===== src/rtl/intc_pkg.sv =====
package intc_pkg;
  localparam int unsigned ADDR_W = 3;

  typedef enum logic [ADDR_W-1:0] {
    REG_ENABLE = 3'd0,
    REG_SELECT = 3'd1,
    REG_RAW    = 3'd2,
    REG_FPEND  = 3'd3,
    REG_NPEND  = 3'd4
  } reg_addr_e;

  localparam int unsigned LINE_FAST = 0;
  localparam int unsigned LINE_NORM = 1;
  localparam int unsigned N_LINES   = 2;
endpackage


===== src/rtl/intc_cfg_regs.sv =====
module intc_cfg_regs
  import intc_pkg::*;
#(
  parameter int unsigned N_SRC  = 32,
  parameter int unsigned DATA_W = 32
) (
  input  logic              clk_i,
  input  logic              rst_ni,
  input  logic              sel_i,
  input  logic              we_i,
  input  logic [ADDR_W-1:0] addr_i,
  input  logic [DATA_W-1:0] wdata_i,
  output logic [N_SRC-1:0]  enable_o,
  output logic [N_SRC-1:0]  select_o
);
  logic wr_en, wr_sel;

  assign wr_en  = sel_i && we_i && (addr_i == REG_ENABLE);
  assign wr_sel = sel_i && we_i && (addr_i == REG_SELECT);

  always_ff @(posedge clk_i or negedge rst_ni) begin
    if (!rst_ni) begin
      enable_o <= '0;
      select_o <= '0;
    end else begin
      if (wr_en)  enable_o <= wdata_i[N_SRC-1:0];
      if (wr_sel) select_o <= wdata_i[N_SRC-1:0];
    end
  end

  logic past_ok;
  always_ff @(posedge clk_i or negedge rst_ni)
    if (!rst_ni) past_ok <= 1'b0;
    else         past_ok <= 1'b1;

  assert_enable_write_R8: assert property (@(posedge clk_i) disable iff (!rst_ni)
    (sel_i && we_i && addr_i == REG_ENABLE) |=> enable_o == $past(wdata_i[N_SRC-1:0]));

  assert_ro_ignore_R8: assert property (@(posedge clk_i) disable iff (!rst_ni)
    (past_ok && sel_i && we_i && addr_i != REG_ENABLE && addr_i != REG_SELECT)
      |=> ($stable(enable_o) && $stable(select_o)));
endmodule


===== src/rtl/intc_pend.sv =====
module intc_pend #(
  parameter int unsigned N_SRC = 32
) (
  input  logic             clk_i,
  input  logic             rst_ni,
  input  logic [N_SRC-1:0] src_i,
  input  logic [N_SRC-1:0] enable_i,
  input  logic [N_SRC-1:0] select_i,
  output logic [N_SRC-1:0] raw_o,
  output logic [N_SRC-1:0] fpend_o,
  output logic [N_SRC-1:0] npend_o
);
  always_ff @(posedge clk_i or negedge rst_ni)
    if (!rst_ni) raw_o <= '0;
    else         raw_o <= src_i;

  assign fpend_o = raw_o & enable_i &  select_i;
  assign npend_o = raw_o & enable_i & ~select_i;
endmodule


===== src/rtl/intc_line_drv.sv =====
module intc_line_drv
  import intc_pkg::*;
#(
  parameter int unsigned N_SRC = 32
) (
  input  logic               clk_i,
  input  logic               rst_ni,
  input  logic [N_SRC-1:0]   src_i,
  input  logic [N_SRC-1:0]   enable_i,
  input  logic [N_SRC-1:0]   select_i,
  output logic [N_LINES-1:0] line_o
);
  // Taken from live sources so a line moves one edge after its source.
  for (genvar l = 0; l < N_LINES; l++) begin : g_line
    logic [N_SRC-1:0] route;
    assign route = (l == LINE_FAST) ? select_i : ~select_i;
    always_ff @(posedge clk_i or negedge rst_ni)
      if (!rst_ni) line_o[l] <= 1'b0;
      else         line_o[l] <= |(src_i & enable_i & route);
  end
endmodule


===== src/rtl/intc_two_line.sv =====
module intc_two_line
  import intc_pkg::*;
#(
  parameter int unsigned N_SRC  = 32,
  parameter int unsigned DATA_W = 32
) (
  input  logic              clk_i,
  input  logic              rst_ni,
  input  logic [N_SRC-1:0]  src_i,
  input  logic              sel_i,
  input  logic              we_i,
  input  logic [ADDR_W-1:0] addr_i,
  input  logic [DATA_W-1:0] wdata_i,
  output logic [DATA_W-1:0] rdata_o,
  output logic              fiq_o,
  output logic              irq_o
);
  logic [N_SRC-1:0]   enable_q, select_q, raw_q, fpend, npend;
  logic [N_LINES-1:0] lines;

  intc_cfg_regs #(.N_SRC(N_SRC), .DATA_W(DATA_W)) u_regs (
    .clk_i, .rst_ni, .sel_i, .we_i, .addr_i, .wdata_i,
    .enable_o(enable_q), .select_o(select_q)
  );

  intc_pend #(.N_SRC(N_SRC)) u_pend (
    .clk_i, .rst_ni, .src_i,
    .enable_i(enable_q), .select_i(select_q),
    .raw_o(raw_q), .fpend_o(fpend), .npend_o(npend)
  );

  intc_line_drv #(.N_SRC(N_SRC)) u_lines (
    .clk_i, .rst_ni, .src_i,
    .enable_i(enable_q), .select_i(select_q),
    .line_o(lines)
  );

  assign fiq_o = lines[LINE_FAST];
  assign irq_o = lines[LINE_NORM];

  always_comb begin
    rdata_o = '0;
    unique case (addr_i)
      REG_ENABLE: rdata_o = DATA_W'(enable_q);
      REG_SELECT: rdata_o = DATA_W'(select_q);
      REG_RAW:    rdata_o = DATA_W'(raw_q);
      REG_FPEND:  rdata_o = DATA_W'(fpend);
      REG_NPEND:  rdata_o = DATA_W'(npend);
      default:    rdata_o = '0;
    endcase
  end

  logic past_ok;
  always_ff @(posedge clk_i or negedge rst_ni)
    if (!rst_ni) past_ok <= 1'b0;
    else         past_ok <= 1'b1;

  assert_raw_read_R2: assert property (@(posedge clk_i) disable iff (!rst_ni)
    (past_ok && addr_i == REG_RAW) |-> rdata_o == DATA_W'($past(src_i)));

  assert_fast_match_R6: assert property (@(posedge clk_i) disable iff (!rst_ni)
    (past_ok && $stable(enable_q) && $stable(select_q)) |-> fiq_o == (|fpend));

  assert_norm_match_R6: assert property (@(posedge clk_i) disable iff (!rst_ni)
    (past_ok && $stable(enable_q) && $stable(select_q)) |-> irq_o == (|npend));

  assert_one_line_R4: assert property (@(posedge clk_i) disable iff (!rst_ni)
    (fpend & npend) == '0);
endmodule


===== config.mk =====
export PLATFORM = sky130hd
export DESIGN_NAME = intc_two_line
export DESIGN_NICKNAME = d
export VERILOG_FILES = /design/src/rtl/intc_pkg.sv /design/src/rtl/intc_cfg_regs.sv /design/src/rtl/intc_pend.sv /design/src/rtl/intc_line_drv.sv /design/src/rtl/intc_two_line.sv
export SDC_FILE = /design/constraint.sdc
export NUM_CORES = 1
export LEC_CHECK = 0
export ABC_AREA = 1
export BUFFER_PORTS_ARGS = -buffer_cell sky130_fd_sc_hd__buf_2
export CAP_MARGIN = 30
export CORE_MARGIN = 2
export CORE_UTILIZATION = 35
export CTS_BUF_LIST = sky130_fd_sc_hd__clkbuf_16
export DETAILED_ROUTE_END_ITERATION = 7
export PLACE_DENSITY = 0.65
export SLEW_MARGIN = 20
export SYNTH_ARGS = -nofsm -noshare
export SYNTH_HDL_FRONTEND = slang
export SYNTH_SLANG_ARGS = --single-unit

===== constraint.sdc =====
create_clock -name clk_i -period 2.25 [get_ports clk_i]
set_input_delay 0.675 -clock clk_i [delete_from_list [all_inputs] [get_ports clk_i]]
set_output_delay 0.675 -clock clk_i [all_outputs]
set_load 0.03 [all_outputs]

# Yosys cells after proc, flatten, opt, wreduce, memory -nomap -nowiden
# Cells that the tools add are included.
# classes
eq_ne,4
n_mux,1
n_bitwise,7
reduce_logical,6
# op_table
operator,n
AND 32 bit,6
case mux 32 bit (5 select lines),1
OR reduction 32 bit,2
NOT 32 bit,1
== test 3 x 2 -> 1 bit (second input constant),2
== test 3 x 1 -> 1 bit (second input constant),1
== test 3 bit (second input constant),1
logical AND 1 bit,3
zero test 3 bit,1
# totals
regBits,98
input_bits,71
out_inout_bits,34
word_cells,23

# Logic depth before layout (Yosys ltp)
# Gate-level depths: netlist of run 1.
# depth
word_depth,3
ltp_mapped,8
ltp_nobuf,7

# Cells and area by module
# A second synthesis of run 1 with hierarchy kept.
# unflattened
hier_cells,923
hier_area_um2,6308.6
# by_module_without_submodules
mod,instances,cells_per_inst,area_each_um2,seq_area_each_um2
intc_cfg_regs,1,282,2742.6,1601.5
intc_two_line,1,333,1554.0,0.0
intc_pend,1,160,1281.2,800.8
intc_line_drv,1,148,730.7,50.0

# Least setup slack after synthesis of run 1
# Ideal clock, no wire load.
# synth_path
path_kind,input port to output port
startpoint,input addr_i[2]
endpoint,output rdata_o[0]
t_arrival_ns,1.674
required_ns,1.575
path_slack_ns,-0.099
path_stages,8
path_buffers,2
cell_sequence,buf_2 inv_2 nand2_1 nor2_4 buf_2 nand2_1 nand2_1 nand3b_1
# synth_between
elab_chain_len,2
word_cells_on_any_way,6
cone_classes,eq/ne: 4; mux: 1; reduce/logical: 1
# synth_rtl
element,line_no,text
from (decl),intc_two_line.sv:12,"input logic [ADDR_W-1:0] addr_i,"
"== test 3 bit, or another cell as far along",intc_two_line.sv:43,unique case (addr_i)
case mux 32 bit (5 select lines) (*),intc_two_line.sv:43,
to (decl),intc_two_line.sv:14,"output logic [DATA_W-1:0] rdata_o,"
# Mark *: on every way between the ends. The rest lies on a longest branch, timed or not.

# Worst setup path after layout of run 1
# layout_path
startpoint,input addr_i[1]
endpoint,output rdata_o[13]
# Same word-level chain as after synthesis.

==> impl_metrics.yaml, run 1 <==
drt:
  wl_um: 16500
  drt_iter0_drc: 445
  wl_per_cell_um: 14.80
  viasPerCell: 4.913
  first_pass_iters: 4
  detail-route-antenna-nets: 0
  drcViolationCount: 0
  vias: 5478
die:
  die-area_mm2: 0.01675
  ioPinCount: 105
  die_h_um: 129.4
  fp.coreArea_mm2: 0.01531
  initial_core_util: 0.3596
  die_w_um: 129.4
  rows: 45
critical_path:
  worstRegToRegCells: 7
  startpoint: "addr_i[1]"
  crit_path_end_kind: "output port"
  r2r-start: "u_regs.select_o[27]$_DFFE_PN0P_"
  crit_path_end: "rdata_o[13]"
  crit_path_max_fanout: 14
  reg2reg_to: "u_lines.line_o[1]$_DFF_PN0_"
  crit_arrival_ns: 1.73
  worstPathRequired_ns: 1.57
  r2r_slack_ns: 1.07
  crit_path_start_kind: "primary input"
  path_class: "primary input to output port"
power_and_ir_drop:
  pwr-share-seq: 0.451
  cellPowerDensity_mw_per_mm2: 732.8
  power_leakage_nw: 3.969
  switching_share: 0.3472
  p_sw_mw: 1.837
  peakVddDrop_mv: 0.4029
  power_frac_clock: 0.296
  total_power_mw: 5.293
  p_comb_frac: 0.253
  p_int_mw: 3.455
timing:
  post-route-min-period_ns: 2.404
  fin_crit_sh: 1.069
  whs_ns: 0.3550
  drv_slew: 0
  report.final.setup_viol: 32
  rsz0062_at_grt: "yes"
  clock.fmax_mhz: 415.9
  relSlewSlack: 0.6234
  clock_skew_ns: 0.01079
  hold_viol: 0
  tns_ns: -3.738
  fin_ws_ns: -0.1541
  tightest_slew_ns: 0.5649
place:
  port_buffers: 104
  placed_cells: 1095
  dp_hpwl_um: 11360
  gp_congestion: 0.7992
job:
  cap_violations: 0
cells_and_area:
  fin_cells: 1115
  num-fill-cells: 1558
  num_antenna_cells: 0
  nets: 970
  multiInputGateArea_mm2: 0.002566
  drive_gt1_frac: 0.1903
  regArea_mm2: 0.002452
  syn2layout_area_growth_pct: 31.15
grt:
  grt_max_degree: 99
  grt_overflow: 0
  grt_pass1_wl_um: 26770
  grtUsageTotal: 0.2054
  antenna_found_initial: 0
  grt_pass1_vias: 5166
synthesis:
  synthCells: 785
  synth.distinct_cells: 14
  yosysSeqAreaShare: 0.4454
  yosysTopAreaCell: "dfrtp_1"
  postSynthAreaPerCell_um2: 7.015
  synth_nets: 856
  syn_area_mm2: 0.005507
  synth.area.top_cells: "dfrtp_1 (45%), nand2_1 (21%), nand3_1 (8.8%)"
  yosys_warnings: 0
  synth_top_area_frac: 0.4454
  ys_seq_elements: 98
clock_tree:
  cts_max_level: 3
  cts_buffers: 9
  clk_latency_ns: 0.36
  cts_sinks: 98
  cts_buffer_depth: 2
  clk_pin_slew_ns: 0.07
  cts_hold_buf: 0
  cts_tree: "yes"
  clock-root-buffer: "clkbuf_16"
outcome:
  status: "finished, violations left"
  violations: "setup timing"
hold_path:
  hp-class: "primary input to asynchronous set/reset pin"
worst max-delay path, stage by stage:
cell and delay, ns:
buf_8 0.10, nor2_4 0.17, nand2_4 0.10, nand2_4 0.12, buf_12 0.15, nand4_1 0.09, nand3b_1 0.15, buf_6 0.15
placed cells by master (no fill, tap or decap), types with 3 or more instances in the layout:
cell type / synthesis / final
inv_1: 97 / 98
nor2_4: 2 / 3
buf_4: 0 / 9
nand3b_1: 32 / 32
o21ai_1: 64 / 64
nand2_2: 2 / 10
buf_2: 31 / 68
buf_12: 0 / 16
nand3_1: 97 / 97
clkinv_4: 0 / 3
nor2_1: 21 / 20
nand2_4: 2 / 5
nand2_1: 302 / 291
nand4_1: 32 / 32
buf_6: 0 / 40
dfrtp_1: 98 / 98
clkbuf_16: 0 / 10
metal layers:
| metal | part of all wire | wire length, um | up-vias | track usage |
|---|---|---|---|---|
| met2 | 0.44 | 7219 | 160 | 0.3096 |
| met4 | 0.019 | 320 | 0 | 0.07590 |
| met1 | 0.49 | 8083 | 2557 | 0.2981 |
| li1 | - | - | 2738 | - |
| met5 | 0 | 0 | - | 0 |
| met3 | 0.053 | 875 | 23 | 0.03344 |
layout make-up:
type / instances / share of cell area
tap: 211 / 0.03656
inverter: 99 / 0.05284
clock buffer: 9 / 0.03119
sequential: 98 / 0.3396
timing repair buffer: 137 / 0.1746
multi-input combinational: 554 / 0.3553
clock inverter: 7 / 0.009875
per-stage QoR:
stage	util	setup WS, ns	instance area [um^2]
finish	0.4716	-0.1541	7222
global route	0.4716	-0.2297	7222
CTS	0.4689	-0.1664	7181
detailed placement	0.4267	-0.2125	6535
global placement	0.4267	-0.1934	6535
floorplan	-	-0.01280	5548
cells in the mapped netlist, drive strengths merged:
| library cell | n |
|---|---|
| nand3b | 32 |
| buf | 31 |
| o21ai | 64 |
| nand3 | 97 |
| nand4 | 32 |
| dfrtp | 98 |
| nor2 | 23 |
| nand2 | 306 |
| clkbuf | 3 |
| inv | 99 |
worst min path at each step:
stage | from | endpoint | slack, ns | cells after the start
2_1_floorplan | rst_ni | u_lines.line_o[0]$_DFF_PN0_ | 0.38 | 0
3_3_place_gp | u_regs.enable_o[25]$_DFFE_PN0P_ | u_regs.enable_o[25]$_DFFE_PN0P_ | 0.55 | 2
3_5_place_dp | u_regs.enable_o[25]$_DFFE_PN0P_ | u_regs.enable_o[25]$_DFFE_PN0P_ | 0.55 | 2
4_1_cts | rst_ni | u_regs.select_o[18]$_DFFE_PN0P_ | 0.41 | 2
5_1_grt | rst_ni | u_regs.select_o[23]$_DFFE_PN0P_ | 0.44 | 2
6_report | rst_ni | u_pend.raw_o[23]$_DFF_PN0_ | 0.36 | 2
flip-flops by register name (all words and copies together) (netlist names):
| signal | flops |
|---|---|
| u_regs.select_o | 32 |
| u_pend.raw_o | 32 |
| u_lines.line_o | 2 |
| u_regs.enable_o | 32 |
cells by family after synthesis:
| logic type | share of synthesized area |
|---|---|
| AOI/OAI and AO/OA | 0.05817 |
| buffers and inverters | 0.09771 |
| DFF | 0.4454 |
| and+or+nand+nor | 0.3988 |
power groups by stage:
| stage | Clock (mW) | Combinational [mW] | Sequential [mW] |
|---|---|---|---|
| 4_1_cts | 1.60 | 1.34 | 2.38 |
| 3_3_place_gp | 0 | 1.21 | 2.40 |
| 2_1_floorplan | 0 | 0.808 | 2.33 |
| 5_1_grt | 1.68 | 1.52 | 2.44 |
| 6_report | 1.57 | 1.34 | 2.39 |
| 3_5_place_dp | 0 | 1.23 | 2.40 |
what timing repair did:
| item | 4_1_cts | 5_1_grt |
|---|---|---|
| endpoints found under the setup margin | 32 | 32 |
| cloned | 2 | 1 |
| resized for setup | 88 | 9 |
| endpoints found under the hold margin | 0 | 0 |
| pin swaps | 8 | 12 |
| setup buffers | 1 | 1 |
No activity file was read; power rests on OpenSTA's default activity.
==> run 2: changes to the inputs <==
--- a/config.mk
+++ b/config.mk
@@ -12,7 +12,7 @@
 export CORE_UTILIZATION = 35
 export CTS_BUF_LIST = sky130_fd_sc_hd__clkbuf_16
 export DETAILED_ROUTE_END_ITERATION = 7
-export PLACE_DENSITY = 0.65
+export PLACE_DENSITY = 0.67
 export SLEW_MARGIN = 20
 export SYNTH_ARGS = -nofsm -noshare
 export SYNTH_HDL_FRONTEND = slang
==> constraint.sdc (replaced) <==
create_clock -name clk_i -period 1.9 [get_ports clk_i]
set_input_delay 0.57 -clock clk_i [delete_from_list [all_inputs] [get_ports clk_i]]
set_output_delay 0.57 -clock clk_i [all_outputs]
set_load 0.03 [all_outputs]
==> run 2 against run 1 <==
Effect of this change:
- the run still ends with setup timing left
- worst setup slack worse by 0.19 ns
- combinational power up 22%
- sequential power up 18%
- utilization up 1.0 points
- non-clock buffer count up 9
- global-route usage down 0.83 points
- clock skew down 0.0052 ns
- final cell count up 0.81%
- routed wire length up 0.41%
- critical path type unchanged
- largest cell class unchanged
==> impl_metrics.yaml, run 2 (synthesis results as in run 1) <==
critical_path:
  cp_cell_sequence: "buf_12 > nor2_4 > buf_6 > clkbuf_16 > nand3_1 > nand4_1 > nand3b_1 > buf_6"
  crit_path_end_kind: "output port"
  critPathMostFrequentCell: "buf_6"
  worstPathRequired_ns: 1.33
  cp_slowest_cell: "nor2_4"
  crit_path_max_incr_delay_ns: 0.18
  crit_path_start_kind: "primary input"
  crit_arrival_ns: 1.68
  crit_path_max_fanout: 7
  path_class: "primary input to output port"
timing:
  whs_ns: 0.1478
  hold_viol: 0
  rsz0062_at_grt: "yes"
  clock_skew_ns: 0.005641
  fin_ws_ns: -0.3459
  drv_slew: 0
  clock.fmax_mhz: 445.3
  relSlewSlack: 0.7494
  report.final.setup_viol: 32
  post-route-min-period_ns: 2.246
  tightest_slew_ns: 0.3759
  fin_crit_sh: 1.182
job:
  cap_violations: 0
cells_and_area:
  num_antenna_cells: 0
  top_regs: "u_pend.raw_o (32), u_regs.enable_o (32), u_regs.select_o (32)"
  final_area_mm2: 0.007382
  multiInputGateArea_mm2: 0.002613
  drive_gt1_frac: 0.2037
  nets: 979
  mostFrequentLayoutCells: "nand2_1 (294), inv_1 (98), dfrtp_1 (98)"
  syn2layout_area_growth_pct: 34.06
  regArea_mm2: 0.002452
  layout_commonest_cell: "nand2_1"
  num-fill-cells: 1577
clock_tree:
  clock-root-buffer: "clkbuf_16"
  cts_tree: "yes"
  cts_buffers: 9
  clk_latency_ns: 0.35
  cts_buffer_depth: 2
  cts_max_level: 3
  cts_sinks: 98
  clk_pin_slew_ns: 0.06
place:
  dp_hpwl_um: 11280
  placed_area_mm2: 0.006600
  port_buffers: 104
  gp_congestion: 0.8214
grt:
  grt_overflow: 0
  grtUsageTotal: 0.1971
  grt_max_degree: 35
  grt_pass1_vias: 5182
  antenna_found_initial: 0
  grt_pass1_wl_um: 25780
drt:
  wl_met1_um: 7847
  wl_per_cell_um: 14.74
  highest_layer: "met4"
  first_pass_iters: 5
  detail-route-antenna-nets: 0
  viasPerCell: 4.887
  dr_wl_met3_um: 665
  drcViolationCount: 0
  vias: 5493
  wl_met2_um: 7861
  drt_iter0_drc: 369
  wl_um: 16570
die:
  rows: 45
  initial_core_util: 0.3596
  fp.coreArea_mm2: 0.01531
  die-area_mm2: 0.01675
  die_h_um: 129.4
  die_w_um: 129.4
  ioPinCount: 105
outcome:
  violations: "setup timing"
  status: "finished, violations left"
hold_path:
  hp-class: "primary input to asynchronous set/reset pin"
power_and_ir_drop:
  power_leakage_nw: 4.040
  peakVddDrop_mv: 0.3954
  cellPowerDensity_mw_per_mm2: 828.8
==> run 2: changes by cell type in the layout (fill, tap and decap cells not counted), sizes merged <==
cell    previous run  this run
clkbuf            10        14
buf              136       141
inv               99       100
bufinv             1         0
==> run 2: worst max-delay path, delay by kind of cell <==
| kind | cells | cell delay, ns |
|---|---|---|
| buffers and inverters | 4 | 0.63 |
| and+or+nand+nor | 4 | 0.47 |
==> run 2: worst paths after layout <==
check / start / endpoint / slack, ns / cells past startpoint
worst max register to register: u_regs.select_o[23]$_DFFE_PN0P_ / u_lines.line_o[1]$_DFF_PN0_ / 0.75 / 7
max in group asynchronous: rst_ni / u_regs.select_o[17]$_DFFE_PN0P_ / 1.25 / 2
worst min register to register: u_regs.enable_o[26]$_DFFE_PN0P_ / u_regs.enable_o[26]$_DFFE_PN0P_ / 0.57 / 2
min in group clk_i: src_i[24] / u_pend.raw_o[24]$_DFF_PN0_ / 0.36 / 1
worst min-delay path: rst_ni / u_pend.raw_o[27]$_DFF_PN0_ / 0.15 / 1
worst max-delay path: addr_i[0] / rdata_o[20] / -0.35 / 8
==> run 2: layout make-up <==
class	instances	share of cell area
Sequential cell	98	0.3322
Timing Repair Buffer	146	0.1912
Clock inverter	7	0.005085
Multi-Input combinational cell	554	0.3539
Tap cell	211	0.03576
Inverter	99	0.05136
Clock buffer	9	0.03051
==> run 2: what timing repair did <==
item / 4_1_cts / 5_1_grt
setup endpoints to repair: 32 / 32
setup buffers: 1 / 4
pin swaps: 0 / 31
endpoints found under the hold margin: 0 / 0
cloned: 1 / 5
hold buffers: 0 / 0
gates resized for setup: 66 / 35
==> run 2: per-stage QoR <==
step	TNS, ns	cells	util	worst slack, ns	power (mW)
after floorplan	-4.659	785	-	-0.1528	3.718
after global placement	-10.46	1097	0.4310	-0.3871	4.282
after detailed placement	-10.60	1097	0.4310	-0.3940	4.312
after CTS	-9.664	1115	0.4626	-0.3277	6.081
after global routing	-11.26	1124	0.4820	-0.3947	6.508
final	-9.376	1124	0.4820	-0.3459	6.119
==> run 2: where the power goes <==
part / leakage (nW) / internal (mW) / switching [mW]
registers: 1.21 / 2.41 / 0.414
clock network: 0.130 / 0.872 / 0.791
logic: 2.70 / 0.695 / 0.936
total: 4.04 / 3.98 / 2.14
==> run 2: per-layer routing <==
| metal | GRT usage | up-vias |
|---|---|---|
| li1 | - | 2760 |
| met1 | 0.2681 | 2579 |
| met4 | 0.05566 | 0 |
| met3 | 0.02849 | 14 |
| met5 | 0 | - |
| met2 | 0.3294 | 140 |
==> run 3: changes to the inputs <==
--- a/config.mk
+++ b/config.mk
@@ -12,7 +12,6 @@
 export CORE_UTILIZATION = 35
 export CTS_BUF_LIST = sky130_fd_sc_hd__clkbuf_16
 export DETAILED_ROUTE_END_ITERATION = 7
-export PLACE_DENSITY = 0.67
 export SLEW_MARGIN = 20
 export SYNTH_ARGS = -nofsm -noshare
 export SYNTH_HDL_FRONTEND = slang
==> constraint.sdc (replaced) <==
create_clock -name clk_i -period 2.21 [get_ports clk_i]
set_input_delay 0.663 -clock clk_i [delete_from_list [all_inputs] [get_ports clk_i]]
set_output_delay 0.663 -clock clk_i [all_outputs]
set_load 0.03 [all_outputs]
==> run 3 against run 2 <==
Effect of this change:
- the run still ends with setup timing left
- first-iteration DRC count decreased by 8.9%
- hold slack gained 0.14 ns
- clock-buffer cell count unchanged
- non-clock buffer count shrank 6
- design area is 3.4% lower
- critical endpoint is now rdata_o[2]
- largest cell class unchanged
==> impl_metrics.yaml, run 3 (synthesis results as in run 1) <==
critical_path:
  worstPathRequired_ns: 1.55
  cp_cell_sequence: "buf_8 > buf_6 > nor2_4 > buf_6 > buf_12 > nand2_1 > nand2_1 > nand3b_1 > buf_6"
  r2r_slack_ns: 0.99
  worstRegToRegCells: 6
  r2r-start: "u_regs.select_o[23]$_DFFE_PN0P_"
  critPathBufInv: 5
  crit_path_max_incr_delay_ns: 0.16
  crit_path_max_fanout: 5
  crit_arrival_ns: 1.71
  critPathMostFrequentCell: "buf_6"
  reg2reg_to: "u_lines.line_o[0]$_DFF_PN0_"
  crit_family: "buffers and inverters"
  cp_slowest_cell: "nor2_4"
  path_class: "primary input to output port"
  crit_path_end_kind: "output port"
  crit_path_start_kind: "primary input"
cells_and_area:
  num_antenna_cells: 0
  nets: 973
  mostFrequentLayoutCells: "nand2_1 (285), inv_1 (100), dfrtp_1 (98)"
  top_regs: "u_pend.raw_o (32), u_regs.enable_o (32), u_regs.select_o (32)"
  drive_gt1_frac: 0.1951
  layout_commonest_cell: "nand2_1"
  syn2layout_area_growth_pct: 29.47
timing:
  relSlewSlack: 0.6421
  fin_ws_ns: -0.1667
  fin_crit_sh: 1.075
  clock.fmax_mhz: 420.8
  drv_slew: 0
  tns_ns: -4.042
  report.final.setup_viol: 32
  clock_skew_ns: 0.004114
  hold_viol: 0
  rsz0062_at_grt: "yes"
  post-route-min-period_ns: 2.377
  tightest_slew_ns: 0.5369
grt:
  antenna_found_initial: 0
  grt_overflow: 0
  grt_max_degree: 41
  grt_pass1_vias: 5004
  grtUsageTotal: 0.1988
  grt_pass1_wl_um: 25720
clock_tree:
  cts_max_level: 3
  cts_sinks: 98
  cts_tree: "yes"
  cts_buffers: 9
  clk_pin_slew_ns: 0.06
  clk_latency_ns: 0.35
  cts_buffer_depth: 2
  clock-root-buffer: "clkbuf_16"
power_and_ir_drop:
  switching_share: 0.3423
  p_int_mw: 3.484
  power_frac_clock: 0.288
  cellPowerDensity_mw_per_mm2: 743.0
  total_power_mw: 5.297
  peakVddDrop_mv: 0.3772
  pwr-share-seq: 0.459
  p_sw_mw: 1.813
  p_comb_frac: 0.253
  power_leakage_nw: 3.966
place:
  gp_congestion: 0.7917
  dp_hpwl_um: 11220
  port_buffers: 104
drt:
  drt_iter0_drc: 336
  vias: 5440
  wl_um: 16110
  first_pass_iters: 6
  drcViolationCount: 0
  wl_per_cell_um: 14.41
  viasPerCell: 4.866
  detail-route-antenna-nets: 0
outcome:
  violations: "setup timing"
  status: "finished, violations left"
job:
  cap_violations: 0
die:
  initial_core_util: 0.3596
  rows: 45
  fp.coreArea_mm2: 0.01531
  ioPinCount: 105
  die-area_mm2: 0.01675
  die_h_um: 129.4
  die_w_um: 129.4
hold_path:
  hp-class: "primary input to asynchronous set/reset pin"
## run 3: cell count changes in the layout (fill, tap and decap cells not counted), moves of 2 or more
cell        delta
buf_4          +9
clkinvlp_4     -2
buf_6          -2
clkbuf_16      -4
nand2_1        -9
nand2_2       +10
buf_12        -12
nand3_2        -9
buf_16         +2
inv_1          +2
clkinv_2       -2
nand3_1        +9
## run 3: power by group through the flow
| stage | Clock (mW) | Combinational, mW | Sequential, mW |
|---|---|---|---|
| detailed placement | 0 | 1.25 | 2.44 |
| finish | 1.52 | 1.34 | 2.43 |
| global placement | 0 | 1.23 | 2.44 |
| global route | 1.64 | 1.51 | 2.49 |
| CTS | 1.56 | 1.34 | 2.42 |
| floorplan | 0 | 0.823 | 2.37 |
## run 3: how the worst max path moves through the flow
stage                    from     endpoint  cells past startpoint
finish              addr_i[1]   rdata_o[2]                      9
global route        addr_i[1]   rdata_o[7]                      9
CTS                 addr_i[0]   rdata_o[2]                     10
detailed placement  addr_i[1]  rdata_o[13]                      7
global placement    addr_i[2]   rdata_o[3]                      9
floorplan           addr_i[2]   rdata_o[0]                      8
## run 3: cell type report
cell class | count | area [um^2]
fillers | 1610 | 8185
multi-input cells | 554 | 2571
flip-flops and latches | 98 | 2452
repair buffers | 140 | 1186
inverters | 99 | 376.6
well taps | 211 | 264.0
clock buffers | 9 | 225.2
clock inverters | 7 | 53.80
## run 3: what timing repair did
action / in CTS / in global routing
buffers inserted: 3 / 1
setup endpoints to repair: 32 / 32
hold buffers: 0 / 0
gates cloned: 2 / 1
pin swaps: 3 / 4
resized for setup: 77 / 13
## run 3: through the flow
step	std cells	util	hold WS, ns	setup WS [ns]	instance area [um^2]
after detailed placement	1096	0.4239	0.5480	-0.2327	6492
after global placement	1096	0.4239	0.5500	-0.2159	6492
after global routing	1118	0.4655	0.3156	-0.2452	7129
after CTS	1116	0.4609	0.3039	-0.1551	7059
after floorplan	785	-	0.3674	-0.02880	5548
final	1118	0.4655	0.2885	-0.1667	7129
## run 3: metal layers
metal / GRT usage / vias to the layer above / routed length [um]
met4: 0.08476 / 0 / 390
met5: 0 / - / 0
li1: - / 2745 / -
met3: 0.03262 / 27 / 755
met2: 0.3093 / 156 / 7430
met1: 0.2756 / 2512 / 7535
